`src/rtl/sdreg_pkg.sv`:
```
package sdreg_pkg;

  typedef enum logic [1:0] {
    SZ_BYTE = 2'd0,
    SZ_HALF = 2'd1,
    SZ_WORD = 2'd2
  } acc_size_e;

  typedef enum logic [2:0] {
    ST_IDLE  = 3'd0,
    ST_READ  = 3'd1,
    ST_MERGE = 3'd2,
    ST_WRITE = 3'd3,
    ST_RESP  = 3'd4
  } adp_state_e;

  localparam int unsigned OFS_BLKSZ = 'h04;
  localparam int unsigned OFS_XFER  = 'h0C;
  localparam int unsigned OFS_CMD   = 'h0E;
  localparam int unsigned OFS_HCTL  = 'h28;
  localparam int unsigned OFS_HVER  = 'hFE;

  localparam logic [31:0] BLKSZ_CLR = 32'h0000_7000;
  localparam logic [31:0] HCTL_CLR  = 32'h0000_0005;

endpackage

```
`src/rtl/sdreg_addr_swz.sv`:
```
module sdreg_addr_swz
  import sdreg_pkg::*;
#(
  parameter int unsigned ADDR_W   = 8,
  parameter int unsigned BLK_OFS  = OFS_BLKSZ,
  parameter int unsigned XFER_OFS = OFS_XFER,
  parameter int unsigned CMD_OFS  = OFS_CMD,
  parameter int unsigned HCTL_OFS = OFS_HCTL,
  parameter int unsigned HVER_OFS = OFS_HVER
) (
  input  logic              is_write,
  input  logic [1:0]        size,
  input  logic [ADDR_W-1:0] addr,
  output logic [ADDR_W-1:0] word_addr,
  output logic [4:0]        lane_shift,
  output logic [31:0]       clr_mask,
  output logic              hit_xfer,
  output logic              hit_cmd
);

  localparam logic [ADDR_W-1:0] A_BLK  = ADDR_W'(BLK_OFS);
  localparam logic [ADDR_W-1:0] A_XFER = ADDR_W'(XFER_OFS);
  localparam logic [ADDR_W-1:0] A_CMD  = ADDR_W'(CMD_OFS);
  localparam logic [ADDR_W-1:0] A_HCTL = ADDR_W'(HCTL_OFS);
  localparam logic [ADDR_W-1:0] A_HVER = ADDR_W'(HVER_OFS);

  logic [ADDR_W-1:0] phys;

  // Read path: swizzle the offset, then pick the big-endian lane.
  always_comb begin
    phys = addr;
    if (!is_write) begin
      if (size == SZ_HALF && addr != A_HVER) phys = addr ^ ADDR_W'(2);
      else if (size == SZ_BYTE)              phys = addr ^ ADDR_W'(3);
    end
  end

  assign word_addr = {phys[ADDR_W-1:2], 2'b00};

  always_comb begin
    lane_shift = 5'd0;
    if (is_write) begin
      // Write path: lane taken straight from the logical offset.
      if (size == SZ_HALF)      lane_shift = {addr[1], 4'b0000};
      else if (size == SZ_BYTE) lane_shift = {addr[1:0], 3'b000};
    end else begin
      // Big-endian: offset 0 in the word is the most significant lane.
      if (size == SZ_HALF)      lane_shift = {~phys[1], 4'b0000};
      else if (size == SZ_BYTE) lane_shift = {~phys[1:0], 3'b000};
    end
  end

  always_comb begin
    clr_mask = '0;
    if (is_write && size == SZ_HALF && addr == A_BLK)  clr_mask = BLKSZ_CLR;
    if (is_write && size == SZ_BYTE && addr == A_HCTL) clr_mask = HCTL_CLR;
  end

  assign hit_xfer = is_write && (size == SZ_HALF) && (addr == A_XFER);
  assign hit_cmd  = is_write && (size == SZ_HALF) && (addr == A_CMD);

endmodule

```
`src/rtl/sdreg_lane_unit.sv`:
```
module sdreg_lane_unit
  import sdreg_pkg::*;
#(
  parameter int unsigned DATA_W = 32
) (
  input  logic [1:0]        size,
  input  logic [4:0]        shift,
  input  logic [DATA_W-1:0] old_word,
  input  logic [DATA_W-1:0] new_val,
  output logic [DATA_W-1:0] merged,
  output logic [DATA_W-1:0] extract
);

  logic [DATA_W-1:0] lane_mask;
  logic [DATA_W-1:0] lane_pos;

  always_comb begin
    case (size)
      SZ_BYTE: lane_mask = DATA_W'(32'h0000_00FF);
      SZ_HALF: lane_mask = DATA_W'(32'h0000_FFFF);
      default: lane_mask = '1;
    endcase
  end

  assign lane_pos = lane_mask << shift;
  assign merged   = (old_word & ~lane_pos) | ((new_val & lane_mask) << shift);
  assign extract  = (old_word >> shift) & lane_mask;

endmodule

```
`src/rtl/sdreg_lane_adapter.sv`:
```
module sdreg_lane_adapter
  import sdreg_pkg::*;
#(
  parameter int unsigned ADDR_W = 8
) (
  input  logic              clk,
  input  logic              rst_n,
  input  logic              req_valid,
  output logic              req_ready,
  input  logic              req_write,
  input  logic [1:0]        req_size,
  input  logic [ADDR_W-1:0] req_addr,
  input  logic [31:0]       req_wdata,
  output logic              rsp_valid,
  input  logic              rsp_ready,
  output logic [31:0]       rsp_rdata,
  output logic              mem_en,
  output logic              mem_we,
  output logic [ADDR_W-1:0] mem_addr,
  output logic [31:0]       mem_wdata,
  input  logic [31:0]       mem_rdata
);

  localparam logic [ADDR_W-1:0] W_BLK  = ADDR_W'(OFS_BLKSZ);
  localparam logic [ADDR_W-1:0] W_HCTL = ADDR_W'(OFS_HCTL);

  adp_state_e        state_q;
  logic [ADDR_W-1:0] waddr_q;
  logic [1:0]        size_q;
  logic [4:0]        shift_q;
  logic [31:0]       wval_q;
  logic [31:0]       wbuf_q;
  logic [31:0]       rdata_q;
  logic              rmw_q;
  logic [15:0]       shadow_q;

  logic [ADDR_W-1:0] sw_word;
  logic [4:0]        sw_shift;
  logic [31:0]       sw_clr;
  logic              sw_xfer, sw_cmd;
  logic [31:0]       ln_merged, ln_extract;
  logic              accept;

  sdreg_addr_swz #(.ADDR_W(ADDR_W)) u_swz (
    .is_write  (req_write),
    .size      (req_size),
    .addr      (req_addr),
    .word_addr (sw_word),
    .lane_shift(sw_shift),
    .clr_mask  (sw_clr),
    .hit_xfer  (sw_xfer),
    .hit_cmd   (sw_cmd)
  );

  sdreg_lane_unit #(.DATA_W(32)) u_lane (
    .size    (size_q),
    .shift   (shift_q),
    .old_word(mem_rdata),
    .new_val (wval_q),
    .merged  (ln_merged),
    .extract (ln_extract)
  );

  assign req_ready = (state_q == ST_IDLE);
  assign accept    = req_valid && req_ready;
  assign rsp_valid = (state_q == ST_RESP);
  assign rsp_rdata = rdata_q;
  assign mem_en    = (state_q == ST_READ) || (state_q == ST_WRITE);
  assign mem_we    = (state_q == ST_WRITE);
  assign mem_addr  = waddr_q;
  assign mem_wdata = wbuf_q;

  always_ff @(posedge clk) begin
    if (!rst_n) begin
      state_q  <= ST_IDLE;
      waddr_q  <= '0;
      size_q   <= SZ_WORD;
      shift_q  <= '0;
      wval_q   <= '0;
      wbuf_q   <= '0;
      rdata_q  <= '0;
      rmw_q    <= 1'b0;
      shadow_q <= '0;
    end else begin
      case (state_q)
        ST_IDLE: if (accept) begin
          waddr_q <= sw_word;
          size_q  <= req_size;
          shift_q <= sw_shift;
          wval_q  <= req_wdata & ~sw_clr;
          rdata_q <= '0;
          rmw_q   <= 1'b0;
          if (!req_write) begin
            state_q <= ST_READ;
          end else if (req_size != SZ_BYTE && req_size != SZ_HALF) begin
            wbuf_q  <= req_wdata;
            state_q <= ST_WRITE;
          end else if (sw_xfer) begin
            shadow_q <= req_wdata[15:0];
            state_q  <= ST_RESP;
          end else if (sw_cmd) begin
            wbuf_q  <= {req_wdata[15:0], shadow_q};
            state_q <= ST_WRITE;
          end else begin
            rmw_q   <= 1'b1;
            state_q <= ST_READ;
          end
        end
        ST_READ:  state_q <= ST_MERGE;
        ST_MERGE: begin
          if (rmw_q) begin
            wbuf_q  <= ln_merged;
            state_q <= ST_WRITE;
          end else begin
            rdata_q <= ln_extract;
            state_q <= ST_RESP;
          end
        end
        ST_WRITE: state_q <= ST_RESP;
        ST_RESP:  if (rsp_ready) state_q <= ST_IDLE;
        default:  state_q <= ST_IDLE;
      endcase
    end
  end

  AST_RSP_HOLD: assert property (@(posedge clk) disable iff (!rst_n)
    rsp_valid && !rsp_ready |=> rsp_valid && $stable(rsp_rdata));

  AST_WORD_ALIGN: assert property (@(posedge clk) disable iff (!rst_n)
    mem_en |-> mem_addr[1:0] == 2'b00);

  AST_RMW_PAIR: assert property (@(posedge clk) disable iff (!rst_n)
    mem_en && mem_we && rmw_q |-> $past(mem_en && !mem_we, 2) && $past(mem_addr, 2) == mem_addr);

  AST_ONE_INFLIGHT: assert property (@(posedge clk) disable iff (!rst_n)
    req_valid && req_ready |=> !req_ready);

  AST_HCTL_RSVD: assert property (@(posedge clk) disable iff (!rst_n)
    mem_en && mem_we && rmw_q && mem_addr == W_HCTL && size_q == SZ_BYTE && shift_q == 5'd0
    |-> mem_wdata[0] == 1'b0 && mem_wdata[2] == 1'b0);

  AST_BLK_DMA: assert property (@(posedge clk) disable iff (!rst_n)
    mem_en && mem_we && rmw_q && mem_addr == W_BLK && size_q == SZ_HALF && shift_q == 5'd0
    |-> mem_wdata[14:12] == 3'b000);

endmodule

```
`config.mk`:
```
export PLATFORM = sky130hd
export DESIGN_NAME = sdreg_lane_adapter
export DESIGN_NICKNAME = d
export VERILOG_FILES = /design/src/rtl/sdreg_pkg.sv /design/src/rtl/sdreg_addr_swz.sv /design/src/rtl/sdreg_lane_unit.sv /design/src/rtl/sdreg_lane_adapter.sv
export SDC_FILE = /design/constraint.sdc
export NUM_CORES = 1
export LEC_CHECK = 0
export BUFFER_PORTS_ARGS = -buffer_cell sky130_fd_sc_hd__buf_2
export CAP_MARGIN = 15
export CORE_ASPECT_RATIO = 0.8
export CORE_MARGIN = 3
export CORE_UTILIZATION = 59
export CTS_CLUSTER_DIAMETER = 150
export DETAILED_ROUTE_END_ITERATION = 8
export GPL_TIMING_DRIVEN = 0
export PLACE_DENSITY_LB_ADDON = 0.08
export SLEW_MARGIN = 10
export SYNTH_ARGS = -nofsm -noshare
export SYNTH_HDL_FRONTEND = slang
export SYNTH_SLANG_ARGS = --single-unit
```
`constraint.sdc`:
```
create_clock -name clk -period 6.5 [get_ports clk]
set_input_delay 1.3 -clock clk [delete_from_list [all_inputs] [get_ports clk]]
set_output_delay 1.3 -clock clk [all_outputs]
set_load 0.03 [all_outputs]
```
# [Word level (Yosys, flattened, before mapping)]
# Cells that the tools add are included.
[op_classes] add_sub_neg=0 multipliers=0 div_mod_pow=0 n_lt_le_gt_ge=0 n_eq_ne=19 shift=3 muxes=33 bitwise=12 reduce_logical=20
[op_table] op="2-to-1 mux 32 bit" count=8
[op_table] op="one-hot mux 32 bit (2 select lines)" count=3
[op_table] op="AND 32 bit" count=4
[op_table] op="NOT 32 bit" count=2
[op_table] op="<< shifter 32 x 5 -> 32 bit" count=2
[op_table] op="OR 32 bit" count=1
[op_table] op=">> shifter 32 x 5 -> 32 bit" count=1
[op_table] op="2-to-1 mux 15 bit" count=2
[op_table] op="2-to-1 mux 5 bit" count=5
[op_table] op="2-to-1 mux 3 bit" count=6
[op_table] op="equality test 8 x 4 -> 1 bit (second input constant)" count=2
[op_table] op="one-hot mux 3 bit (5 select lines)" count=1
[op_table] op="logical AND 1 bit" count=9
[op_table] op="equality test 8 x 3 -> 1 bit (second input constant)" count=1
[op_table] op="equality test 8 x 6 -> 1 bit (second input constant)" count=1
[op_table] op="2-to-1 mux 2 bit" count=4
[op_table] op="!= test 2 x 1 -> 1 bit (second input constant)" count=4
[op_table] op="!= test 8 bit (second input constant)" count=1
[op_table] op="equality test 3 x 2 -> 1 bit (second input constant)" count=2
[op_table] op="AND reduction 6 bit" count=1
[op_table] op="AND reduction 5 bit" count=1
[op_table] op="equality test 2 x 1 -> 1 bit (second input constant)" count=2
[op_table] op="zero test 2 bit" count=2
[op_table] op="2-to-1 mux 1 bit" count=4
[op_table] op="12 further kinds" count=18
[totals] ff_bits=129 latch_bits=0 ramBits=0 rom_bits=0 input_bits=79 output_inout_bits=76 word_cells=96 memories=0

# [Logic depth before layout (Yosys ltp)]
[depth] ltp_word=9 ltp_mapped=9 mapped_depth_nobuf=6

# [Modules after synthesis]
# From an unflattened synthesis, not the netlist that was laid out.
[hier_totals] hier_cells=1262 hier_area_um2=10247.3
[modules_own_cells] mod="sdreg_lane_adapter" instances=1 cells_per_inst=630 area_per_inst_um2=5726.7
[modules_own_cells] mod="sdreg_lane_unit" instances=1 cells_per_inst=563 area_per_inst_um2=4015.1
[modules_own_cells] mod="sdreg_addr_swz" instances=1 cells_per_inst=69 area_per_inst_um2=505.5

# [Least setup slack after synthesis]
# Ideal clock, no wire load.
[synth_path] path_type="input -> register" from="input req_size[1]" to="register shift_q[4]" arrival_ps=2933 required_time_ps=6430 setup_slack_ps=3497 path_stages=7 n_path_buf=3 path_cell_list="buf_2 -> buf_2 -> buf_1 -> nor2_1 -> ha_1 -> a2111o_1 -> a21oi_1"
[synth_between] elab_chain_len=8
[synth_lines] element="start, declared" line_no="sdreg_lane_adapter.sv:11" rtl="input logic [1:0] req_size,"
[synth_lines] element="zero test 2 bit or equality test 2 x 1 -> 1 bit (tied branches)"
[synth_lines] element="2-to-1 mux 2 bit or logical AND 1 bit (tied branches)" line_no="sdreg_addr_swz.sv:34, sdreg_addr_swz.sv:33"
[synth_lines] element="2-to-1 mux 2 bit" line_no="sdreg_addr_swz.sv:33" rtl="if (size == SZ_HALF && addr != A_HVER) phys = addr ^ ADDR_W'(2);"
[synth_lines] element="2-to-1 mux 2 bit" line_no="sdreg_addr_swz.sv:32" rtl="if (!is_write) begin"
[synth_lines] element="NOT 2 bit" line_no="sdreg_addr_swz.sv:49" rtl="else if (size == SZ_BYTE) lane_shift = {~phys[1:0], 3'b000};"
[synth_lines] element="2-to-1 mux 5 bit" line_no="sdreg_addr_swz.sv:49"
[synth_lines] element="2-to-1 mux 5 bit" line_no="sdreg_addr_swz.sv:48" rtl="if (size == SZ_HALF) lane_shift = {~phys[1], 4'b0000};"
[synth_lines] element="2-to-1 mux 5 bit *" line_no="sdreg_addr_swz.sv:42" rtl="if (is_write) begin"
[synth_lines] element="end signal, assigned" line_no="sdreg_lane_adapter.sv:89" rtl="shift_q <= sw_shift;"
[synth_lines] element="end, declared" line_no="sdreg_lane_adapter.sv:30" rtl="logic [4:0] shift_q;"
# Mark *: on every way between the ends. The rest lies on a longest branch, timed or not.
# A chain may end at the register's enable or synchronous reset.

# [Final worst setup path]
[layout_path] from="register state_q[0]" to="output req_ready"
[layout_between] elab_chain_len=1
[layout_lines] element="start, declared" line_no="sdreg_lane_adapter.sv:27" rtl="adp_state_e state_q;"
[layout_lines] element="start signal, assigned" line_no="sdreg_lane_adapter.sv:75" rtl="state_q <= ST_IDLE;"
[layout_lines] element="start signal, assigned" line_no="sdreg_lane_adapter.sv:94" rtl="state_q <= ST_READ;"
[layout_lines] element="start signal, assigned" line_no="sdreg_lane_adapter.sv:97" rtl="state_q <= ST_WRITE;"
[layout_lines] element="zero test 3 bit" line_no="sdreg_lane_adapter.sv:64" rtl="assign req_ready = (state_q == ST_IDLE);"
[layout_lines] element="end, declared" line_no="sdreg_lane_adapter.sv:9" rtl="output logic req_ready,"
# Every way passes these cells.

==> impl_metrics.yaml <==
status:
  status: "complete, no violations"
synth:
  ys_ff_latch: 126
  complex_gate_fraction_of_the_synthesized_area_pct: 26.50
  netlist_area_um2: 6893
  synthArstFlopShare_pct: 0
  synth_xor_xnor_area_share_pct: 0
  postSynthAreaPerCell_um2: 8.552
  postSynth.topFlopCell: "sky130_fd_sc_hd__dfxtp_1"
  synth_top_area_share_pct: 36.59
  ys_seq_area_share_pct: 36.59
  syn_inst: 806
  yosys_warnings: 0
  netlist.top_cell.by_area: "sky130_fd_sc_hd__dfxtp_1"
  synth.mux.area_fraction_pct: 13.54
  synth_top_cells_by_area: "sky130_fd_sc_hd__dfxtp_1 37%, sky130_fd_sc_hd__mux2i_1 9.3%, sky130_fd_sc_hd__nand2_1 8.4%"
  synth_enable_flop_cells: 0
  synth_top_family_by_area: "compound AO/OA/AOI/OAI gates"
  synth-simple-area-share_pct: 17.61
  synth.lib_cells_used.distinct: 57
  synthAdderAreaFrac_pct: 0.3630
worst_setup_path:
  critPathMaxStageDelay_ns: 0.67
  critPathMostFrequentCell: "sky130_fd_sc_hd__buf_2"
  slowest_stage: "sky130_fd_sc_hd__nor3_1"
  timing.critical_path.fanout_max: 10
  crit_type: "flop to output port"
  rr_startpoint: "state_q[1]"
  worstSetupStartpoint: "state_q[0]"
  worst_ep_required_time_ns: 5.20
  worst_setup_path_start_kind: "flop"
  crit_path_arrival_time_ns: 1.87
  crit_chain: "buf_2, nor3_1, buf_2"
  type_of_element_capturing_the_critical_path: "output port"
global_route:
  grt_antenna_before_repair: 0
  groute.usage.overall_pct: 42.71
  number_of_global_route_vias_before_repair: 7034
  grt_ovf: 0
  grt_first_pass_wirelength_um: 41950
  largest_net_degree_at_the_start_of_global_routing: 17
routing:
  drt_iter0_drc: 1264
  routed_wirelength_um: 28320
  routed_via_density: 6.746
  detailroute.via_count: 7630
  dr.pass1.iters: 6
  final_antenna_net_count: 0
  count_of_unresolved_drc_violations_after_routing: 0
  wire_per_inst_um: 25.04
clocking:
  cts_tree: "built"
  post_cts.repair.setup_buffers: 0
  post_cts_resized: 0
  clk_pin_slew_ns: 0.06
  ctsLongestPathBuffers: 2
  clock_tree.htree_level_count: 4
  numCtsBuffers: 17
  insertion_delay_ns: 0.42
  cts_root_buf: "sky130_fd_sc_hd__clkbuf_16"
  clock-sinks: 126
  cts_hold_buf: 0
min_path:
  holdCritPathClass: "flop to flop"
  hp-start: "mem_addr[4]"
die:
  die_footprint_um2: 13020
  dieWidth_um: 126.8
  chipHeight_um: 102.7
  initial_utilization_pct: 61.84
  placementRows: 34
  ioPinCount: 155
  core_area_um2: 11150
layout:
  area_growth_from_synthesis_to_layout_pct: 23.31
  final_design_area_no_fill_um2: 8499
  layout-drive-gt1-share_pct: 23.30
  nNetsFinal: 1056
  antenna_cells: 0
sta:
  final_critical_period_ns: 3.170
  worst-slew-pin-transition_ns: 1.212
  max_slew_headroom_at_the_worst_pin_pct: 18.48
  final.hold.worst_slack_ns: 0.4595
  report.final.setup_viol: 0
  finalHoldViolCount: 0
  unrepaired_setup_endpoints_after_global_routing: "no"
  period_share_pct: 48.78
  clock_skew_ns: 0.006633
  fmax_mhz: 315.4
  final-max-slew-violation-count: 0
  final_sum_of_negative_setup_slack_ns: 0
pwr:
  peakVddDrop_v: 0.0002173
  power-per-cell-area_nw_per_um2: 316.0
  total_leakage_power_nw: 3.469
job:
  drv_cap: 0
place:
  buffer_ports.inserted: 149
  gp_congestion: 1.049
  place_area_um2: 7823
  place.detailed.hpwl_um: 21880
worst paths after layout:
path,endpoint,slack (ns),cells past startpoint
min,mem_addr[4],0.46,2
max,req_ready,3.33,3
min reg2reg,mem_addr[4],0.46,2
max reg2reg,rsp_rdata[6],4.00,5
state kept, by name (all words and copies together) (netlist names):
signal     cells
size_q         2
rsp_rdata     32
mem_addr       6
shadow_q      16
wval_q        32
shift_q        2
mem_wdata     32
state_q        3
rmw_q          1
synthesized netlist by cell type, drive strengths merged, types with 12 or more instances:
| cell | count |
|---|---|
| a21boi | 42 |
| a221oi | 16 |
| a22oi | 27 |
| buf | 21 |
| clkbuf | 55 |
| dfxtp | 126 |
| inv | 12 |
| mux2 | 26 |
| mux2i | 64 |
| nand2 | 156 |
| nand4 | 19 |
| nor2b | 34 |
| o211ai | 48 |
| o21ai | 56 |
worst max-delay path, delay by kind of cell (launching register included):
family / cells / cell delay [ns]
buf+inv: 2 / 0.50
flops: 1 / 0.29
simple gates: 1 / 0.67
power breakdown:
| group | leakage, nW | switching (mW) | internal [mW] | total, mW |
|---|---|---|---|---|
| Clock | 0.319 | 0.377 | 0.730 | 1.11 |
| Combinational | 2.13 | 0.495 | 0.209 | 0.705 |
| Sequential | 1.02 | 0.0460 | 0.828 | 0.874 |
| Total | 3.47 | 0.919 | 1.77 | 2.69 |
cell usage in the layout, fill, tap and decap left out, drive strengths merged, types with 2 or more instances in the layout:
cell	n
ha	2
mux2i	64
a21o	3
conb	2
o32ai	8
a21boi	42
nand2	156
clkinvlp	3
a22oi	27
o21ai	56
and2	4
or3b	2
o311ai	2
nor3b	5
mux2	26
a31oi	2
nand4	19
nor2	8
nor2b	34
bufinv	6
clkinv	3
a32oi	2
o31ai	10
o2bb2ai	8
a221o	8
a221oi	16
a211oi	9
o211ai	48
buf	170
nor4b	4
clkbuf	73
a21oi	4
dfxtp	126
inv	13
nor3	7
nand2b	3
or4b	2
through the flow:
| stage | power (mW) | utilization (%) | worst slack, ns | cells |
|---|---|---|---|---|
| floorplan | 1.306 | - | 3.497 | 807 |
| global placement | 1.532 | 70.18 | 3.205 | 1100 |
| detailed placement | 1.551 | 70.18 | 3.002 | 1100 |
| CTS | 2.643 | 76.26 | 3.345 | 1131 |
| global route | 2.749 | 76.26 | 3.213 | 1131 |
| finish | 2.686 | 76.26 | 3.330 | 1131 |
cell families (layout without fill, tap and decap cells):
| kind of cell | after synthesis | after routing |
|---|---|---|
| muxes | 90 | 90 |
| other | 1 | 2 |
| buffers and inverters | 88 | 268 |
| DFF | 126 | 126 |
| AOI/OAI and AO/OA | 250 | 250 |
| and+or+nand+nor | 249 | 249 |
| adders and majority gates | 2 | 2 |
layout make-up:
class / count / area, um^2
Multi-Input combinational cell: 593 / 4006
Clock inverter: 13 / 237.7
Tap cell: 144 / 180.2
Clock buffer: 18 / 439.2
Sequential cell: 126 / 2522
Timing Repair Buffer: 149 / 745.7
Inverter: 12 / 45.04
Buffer: 76 / 322.8
Fill cell: 775 / 2646
per-layer routing:
metal / wire length [um] / track usage, %
met1: 11280 / 58.89
met2: 12030 / 65.45
met3: 4280 / 13.67
met4: 734 / 10.88
met5: 0 / 0
Note: power is estimated with default switching activity, not from simulation.
